===== config.mk =====
export PLATFORM = sky130hd
export DESIGN_NAME = rs485_rx_gate
export DESIGN_NICKNAME = d
export VERILOG_FILES = /design/src/rtl/rs485_pkg.sv /design/src/rtl/rs485_addr_filter.sv /design/src/rtl/rs485_addr_flag.sv /design/src/rtl/rs485_dir_ctrl.sv /design/src/rtl/rs485_rx_gate.sv
export SDC_FILE = /design/constraint.sdc
export NUM_CORES = 1
export LEC_CHECK = 0
export CORE_AREA = 2 2 39 41
export CTS_CLUSTER_SIZE = 40
export DETAILED_ROUTE_END_ITERATION = 12
export DIE_AREA = 0 0 41 43
export DONT_BUFFER_PORTS = 1
export GPL_TIMING_DRIVEN = 0
export PLACE_DENSITY = 0.71
export SYNTH_ARGS = -nofsm -noshare
export SYNTH_HDL_FRONTEND = slang
export SYNTH_HIERARCHICAL = 1
export SYNTH_SLANG_ARGS = --single-unit

===== constraint.sdc =====
create_clock -name clk_i -period 0.8 [get_ports clk_i]
set_input_delay 0 -clock clk_i [delete_from_list [all_inputs] [get_ports clk_i]]
set_output_delay 0 -clock clk_i [all_outputs]
set_load 0.02 [all_outputs]

===== src/rtl/rs485_pkg.sv =====
package rs485_pkg;
  typedef enum logic [1:0] {
    MODE_PASS      = 2'd0,
    MODE_MULTIDROP = 2'd1,
    MODE_AUTO_ADDR = 2'd2,
    MODE_CONFLICT  = 2'd3
  } rx_mode_e;

  function automatic rx_mode_e decode_mode(input logic md, input logic aad);
    case ({aad, md})
      2'b00:   return MODE_PASS;
      2'b01:   return MODE_MULTIDROP;
      2'b10:   return MODE_AUTO_ADDR;
      default: return MODE_CONFLICT;
    endcase
  endfunction
endpackage


===== src/rtl/rs485_addr_filter.sv =====
module rs485_addr_filter
  import rs485_pkg::*;
#(
  parameter int DATA_W = 8
) (
  input  logic              clk_i,
  input  logic              rst_ni,
  input  logic              valid_i,
  input  logic [DATA_W:0]   char_i,
  input  rx_mode_e          mode_i,
  input  logic [DATA_W-1:0] match_i,
  input  logic              rx_off_i,
  output logic              we_o,
  output logic [DATA_W-1:0] data_o
);
  logic              is_addr, hit, accept, matched_q;
  logic [DATA_W-1:0] payload;

  assign is_addr = char_i[DATA_W];
  assign payload = char_i[DATA_W-1:0];
  assign hit     = (payload == match_i);

  always_comb begin
    unique case (mode_i)
      MODE_PASS:      accept = 1'b1;
      MODE_MULTIDROP: accept = is_addr | ~rx_off_i;
      MODE_AUTO_ADDR: accept = ~is_addr & matched_q;
      default:        accept = 1'b0;
    endcase
  end

  // match state lives only while auto-address mode is selected
  always_ff @(posedge clk_i or negedge rst_ni) begin
    if (!rst_ni)                        matched_q <= 1'b0;
    else if (mode_i != MODE_AUTO_ADDR)  matched_q <= 1'b0;
    else if (valid_i && is_addr)        matched_q <= hit;
  end

  always_ff @(posedge clk_i or negedge rst_ni) begin
    if (!rst_ni) begin
      we_o   <= 1'b0;
      data_o <= '0;
    end else begin
      we_o <= valid_i & accept;
      if (valid_i) data_o <= payload;
    end
  end

  p_idle_no_write_r1: assert property (@(posedge clk_i) disable iff (!rst_ni)
    !valid_i |=> !we_o);
  p_conflict_blocks_r6: assert property (@(posedge clk_i) disable iff (!rst_ni)
    (valid_i && mode_i == MODE_CONFLICT) |=> !we_o);
  p_aad_addr_dropped_r4: assert property (@(posedge clk_i) disable iff (!rst_ni)
    (valid_i && is_addr && mode_i == MODE_AUTO_ADDR) |=> !we_o);
  p_md_addr_kept_r7: assert property (@(posedge clk_i) disable iff (!rst_ni)
    (valid_i && is_addr && mode_i == MODE_MULTIDROP) |=> we_o);
  p_md_off_drops_r8: assert property (@(posedge clk_i) disable iff (!rst_ni)
    (valid_i && !is_addr && rx_off_i && mode_i == MODE_MULTIDROP) |=> !we_o);
endmodule


===== src/rtl/rs485_addr_flag.sv =====
module rs485_addr_flag (
  input  logic clk_i,
  input  logic rst_ni,
  input  logic valid_i,
  input  logic is_addr_i,
  input  logic det_en_i,
  input  logic clr_i,
  output logic flag_o
);
  logic set;
  assign set = valid_i & is_addr_i & det_en_i;

  // set has priority over a same-cycle clear
  always_ff @(posedge clk_i or negedge rst_ni) begin
    if (!rst_ni) flag_o <= 1'b0;
    else         flag_o <= set | (flag_o & ~clr_i);
  end

  p_flag_set_r2: assert property (@(posedge clk_i) disable iff (!rst_ni)
    set |=> flag_o);
  p_flag_clear_r3: assert property (@(posedge clk_i) disable iff (!rst_ni)
    (clr_i && !set) |=> !flag_o);
  p_flag_hold_r2: assert property (@(posedge clk_i) disable iff (!rst_ni)
    (!valid_i && !clr_i) |=> $stable(flag_o));
endmodule


===== src/rtl/rs485_dir_ctrl.sv =====
module rs485_dir_ctrl (
  input  logic clk_i,
  input  logic rst_ni,
  input  logic auto_i,
  input  logic tx_busy_i,
  input  logic req_i,
  input  logic low_act_i,
  output logic rts_o
);
  logic active_q;

  always_ff @(posedge clk_i or negedge rst_ni) begin
    if (!rst_ni) active_q <= 1'b0;
    else         active_q <= auto_i ? tx_busy_i : req_i;
  end

  assign rts_o = active_q ^ low_act_i;

  p_auto_follows_tx_r9: assert property (@(posedge clk_i) disable iff (!rst_ni)
    auto_i |=> (active_q == $past(tx_busy_i)));
  p_manual_follows_req_r10: assert property (@(posedge clk_i) disable iff (!rst_ni)
    !auto_i |=> (active_q == $past(req_i)));
endmodule


===== src/rtl/rs485_rx_gate.sv =====
module rs485_rx_gate
  import rs485_pkg::*;
#(
  parameter int DATA_W = 8
) (
  input  logic              clk_i,
  input  logic              rst_ni,
  input  logic              char_valid_i,
  input  logic [DATA_W:0]   char_data_i,
  input  logic              multidrop_en_i,
  input  logic              auto_addr_en_i,
  input  logic              auto_dir_en_i,
  input  logic              addr_det_en_i,
  input  logic [DATA_W-1:0] match_addr_i,
  input  logic              rx_off_i,
  input  logic              tx_busy_i,
  input  logic              rts_req_i,
  input  logic              rts_low_act_i,
  input  logic              addr_clr_i,
  output logic              fifo_we_o,
  output logic [DATA_W-1:0] fifo_data_o,
  output logic              addr_det_o,
  output logic              rts_o
);
  localparam int MARK_BIT = DATA_W;

  rx_mode_e mode;
  assign mode = decode_mode(multidrop_en_i, auto_addr_en_i);

  rs485_addr_filter #(.DATA_W(DATA_W)) i_filter (
    .clk_i    (clk_i),
    .rst_ni   (rst_ni),
    .valid_i  (char_valid_i),
    .char_i   (char_data_i),
    .mode_i   (mode),
    .match_i  (match_addr_i),
    .rx_off_i (rx_off_i),
    .we_o     (fifo_we_o),
    .data_o   (fifo_data_o)
  );

  rs485_addr_flag i_flag (
    .clk_i     (clk_i),
    .rst_ni    (rst_ni),
    .valid_i   (char_valid_i),
    .is_addr_i (char_data_i[MARK_BIT]),
    .det_en_i  (addr_det_en_i),
    .clr_i     (addr_clr_i),
    .flag_o    (addr_det_o)
  );

  rs485_dir_ctrl i_dir (
    .clk_i     (clk_i),
    .rst_ni    (rst_ni),
    .auto_i    (auto_dir_en_i),
    .tx_busy_i (tx_busy_i),
    .req_i     (rts_req_i),
    .low_act_i (rts_low_act_i),
    .rts_o     (rts_o)
  );

  p_pass_write_r1: assert property (@(posedge clk_i) disable iff (!rst_ni)
    (char_valid_i && !multidrop_en_i && !auto_addr_en_i)
      |=> (fifo_we_o && fifo_data_o == $past(char_data_i[DATA_W-1:0])));
  p_auto_dir_pin_r11: assert property (@(posedge clk_i) disable iff (!rst_ni)
    (auto_dir_en_i && tx_busy_i) |=> (rts_o != rts_low_act_i));
endmodule


==> results.toml <==
[detailed_routing]
drtPass1Iterations = 4
ant_nets = 0
drt_iter0_markers = 5
vias_per_cell = 5.244
via_count = 451
post_drt_wl_per_cell_microns = 14.77
drc_errors = 0
wl_met3_microns = 140
wl_met1_microns = 387
wl_met2_microns = 730
dr.max_layer_used = "met4"
drt_wl_total_mm = 1.270

[sta]
setup_slack_ps = -135.7
finalCritPeriodShare_pct = 117.0
relSlewSlack_pct = 65.95
rsz0062_at_grt = "true"
worst_pin_slew_ps = 509.1
drv_slew = 0
finalSetupTns_ps = -438.3
fmax_ghz = 1.069
hold_viol_final = 0
finalCriticalPeriod_ps = 935.7
setup_violations = 9
skew_ps = 0.1471

[grt]
antenna_found_initial = 0
overflow = 0
grt_start_max_net_pins = 13
grt.total_usage_pct = 15.72
grt_pass1_wl_mm = 1.759
grt_pass1_vias = 440

[yosys]
async_flop_share_pct = 100.0
ys_types = 14
synth_commonest_cells = "dfrtp_1 (12), xor2_1 (9), mux2_2 (8)"
mappedNetlistArea_sq_um = 580.6
synth_cells = 47
synth_seq_area_share_pct = 51.72
yosysMostFrequentCell = "dfrtp_1"
yosys.area.top_type = "dfrtp_1"
synth-seq-cells = 12
synth-edff-count = 0
yosysWarnings = 6
synth_fp_nets = 76
synth_flop_cell = "dfrtp_1"
synthTopCellsByArea = "dfrtp_1 (52%), mux2_2 (16%), xor2_1 (14%)"
synth_area_per_cell_sq_um = 12.35
synth_top_area_share_pct = 51.72

[power_and_ir_drop]
irDropWorstVdd_v = 0.0008322
p_leak_uw = 0.0003546
power_density_mw_per_mm2 = 1715

[cells_and_area]
drive_gt1_share_pct = 37.14
num-fill-cells = 121
syn_to_final_growth_pct = 48.28
nNetsFinal = 100
final_design_area_no_fill_sq_um = 860.8
fin_util_pct = 62.21
multiInputGateArea_sq_um = 282.8
antenna_cells = 0
regArea_sq_um = 311.5

[placement]
placed_area_sq_um = 610.6
io_buffers = 0
gp_congestion = 0.6995

[outcome]
failed_checks = "setup timing"
run_status = "finished with violations"

[critical_path]
worstPathRequired_ps = 800
critPathTopFamily = "flip-flops"
startpoint_type = "register"
crit_path_end_kind = "output port"
slowest_stage = "dfrtp_1"
path_buf_inv = 0
cp.arrival_ps = 940
cp_max_fo = 1
setup.worst_path.class = "reg -> out"
critPathMaxStageDelay_ps = 430
cp_cell_sequence = "xor2_4"

[die]
die_area_sq_mm = 0.001763
core_area_sq_mm = 0.001384
rows = 14
initial_core_util_pct = 41.95
die-width_microns = 41
ioPinCount = 40
die_h_microns = 43

[clock_network]
cts_inserted_buffers = 3
clockBufferDepth = 2
clock_sinks = 12
insertion_delay_ps = 270
clkTransAtPathRegs_ps = 80
cts_max_level = 1
cts_tree = "done"
cts_root_buf = "clkbuf_4"

[worst_hold_path]
hold_path.class = "in -> reg"

[job]
maxCapViolCount = 0
registers in the layout (all words and copies together), names as in the netlist:
name,count
i_filter/data_o,8
i_filter/we_o,1
i_filter/matched_q,1
i_flag/flag_o,1
i_dir/active_q,1
layout by cell type, fill, tap and decap left out, types with 3 or more instances in the layout:
| cell | n |
|---|---|
| a21oi_1 | 4 |
| clkbuf_4 | 3 |
| dfrtp_1 | 3 |
| dfrtp_2 | 9 |
| dlygate4sd3_1 | 19 |
| mux2_2 | 7 |
| xor2_1 | 8 |
cell families after synthesis:
group | count (synthesis) | synth area share [%]
buf+inv | 5 | 3.448
compound gates | 6 | 6.251
xor+xnor | 9 | 13.58
flops | 12 | 51.72
simple gates | 6 | 6.895
mux | 9 | 18.10
cell type report:
type	count	area share, %
plain buffers	3	1.453
flip-flops and latches	12	36.19
multi-input cells	30	32.85
clock buffers	4	4.215
well taps	16	2.326
inverters	2	0.8721
repair buffers	19	22.09
report_power, final:
part | total (uW) | internal (uW) | switching, uW | leakage [uW]
Sequential | 766 | 668 | 97.6 | 0.000135
Combinational | 235 | 150 | 85.6 | 0.000198
Clock | 475 | 276 | 199 | 0.0000210
repair_timing:
action / CTS / global route
endpoints found under the setup margin: 9 / 11
cloned: 0 / 0
buffers inserted: 0 / 0
pin swaps: 0 / 3
hold buffers: 18 / 1
resized for setup: 1 / 3
endpoints found under the hold margin: 24 / 1
worst paths after layout:
check,from,endpoint,slack [ps],cells after the start
min in group asynchronous,rst_ni,i_dir/active_q,130,1
max reg2reg,i_filter/data_o[5],i_filter/data_o[5],-50,1
min,char_data_i[8],i_filter/matched_q,50,3
min reg2reg,i_filter/data_o[4],i_filter/data_o[4],610,1
max in group asynchronous,rst_ni,i_filter/data_o[3],300,1
max,i_dir/active_q,rts_o,-140,1
stage by stage:
step / instances / worst slack (ps) / hold WS [ps] / total power (uW)
global route: 86 / -177.0 / 20.02 / 1570
global placement: 63 / -123.9 / -295.4 / 906.3
detailed placement: 63 / -150.6 / -295.4 / 911.1
floorplan: 47 / -13.34 / -295.6 / 888.0
finish: 86 / -135.7 / 48.61 / 1477
CTS: 85 / -143.1 / 12.47 / 1468
routing by layer:
metal  vias to the layer above  track usage (%)
met3                         2            6.806
li1                        206                -
met5                         -                0
met2                        34            26.25
met4                         0            8.000
met1                       209            15.28
Power figures use the tool's default switching activity.
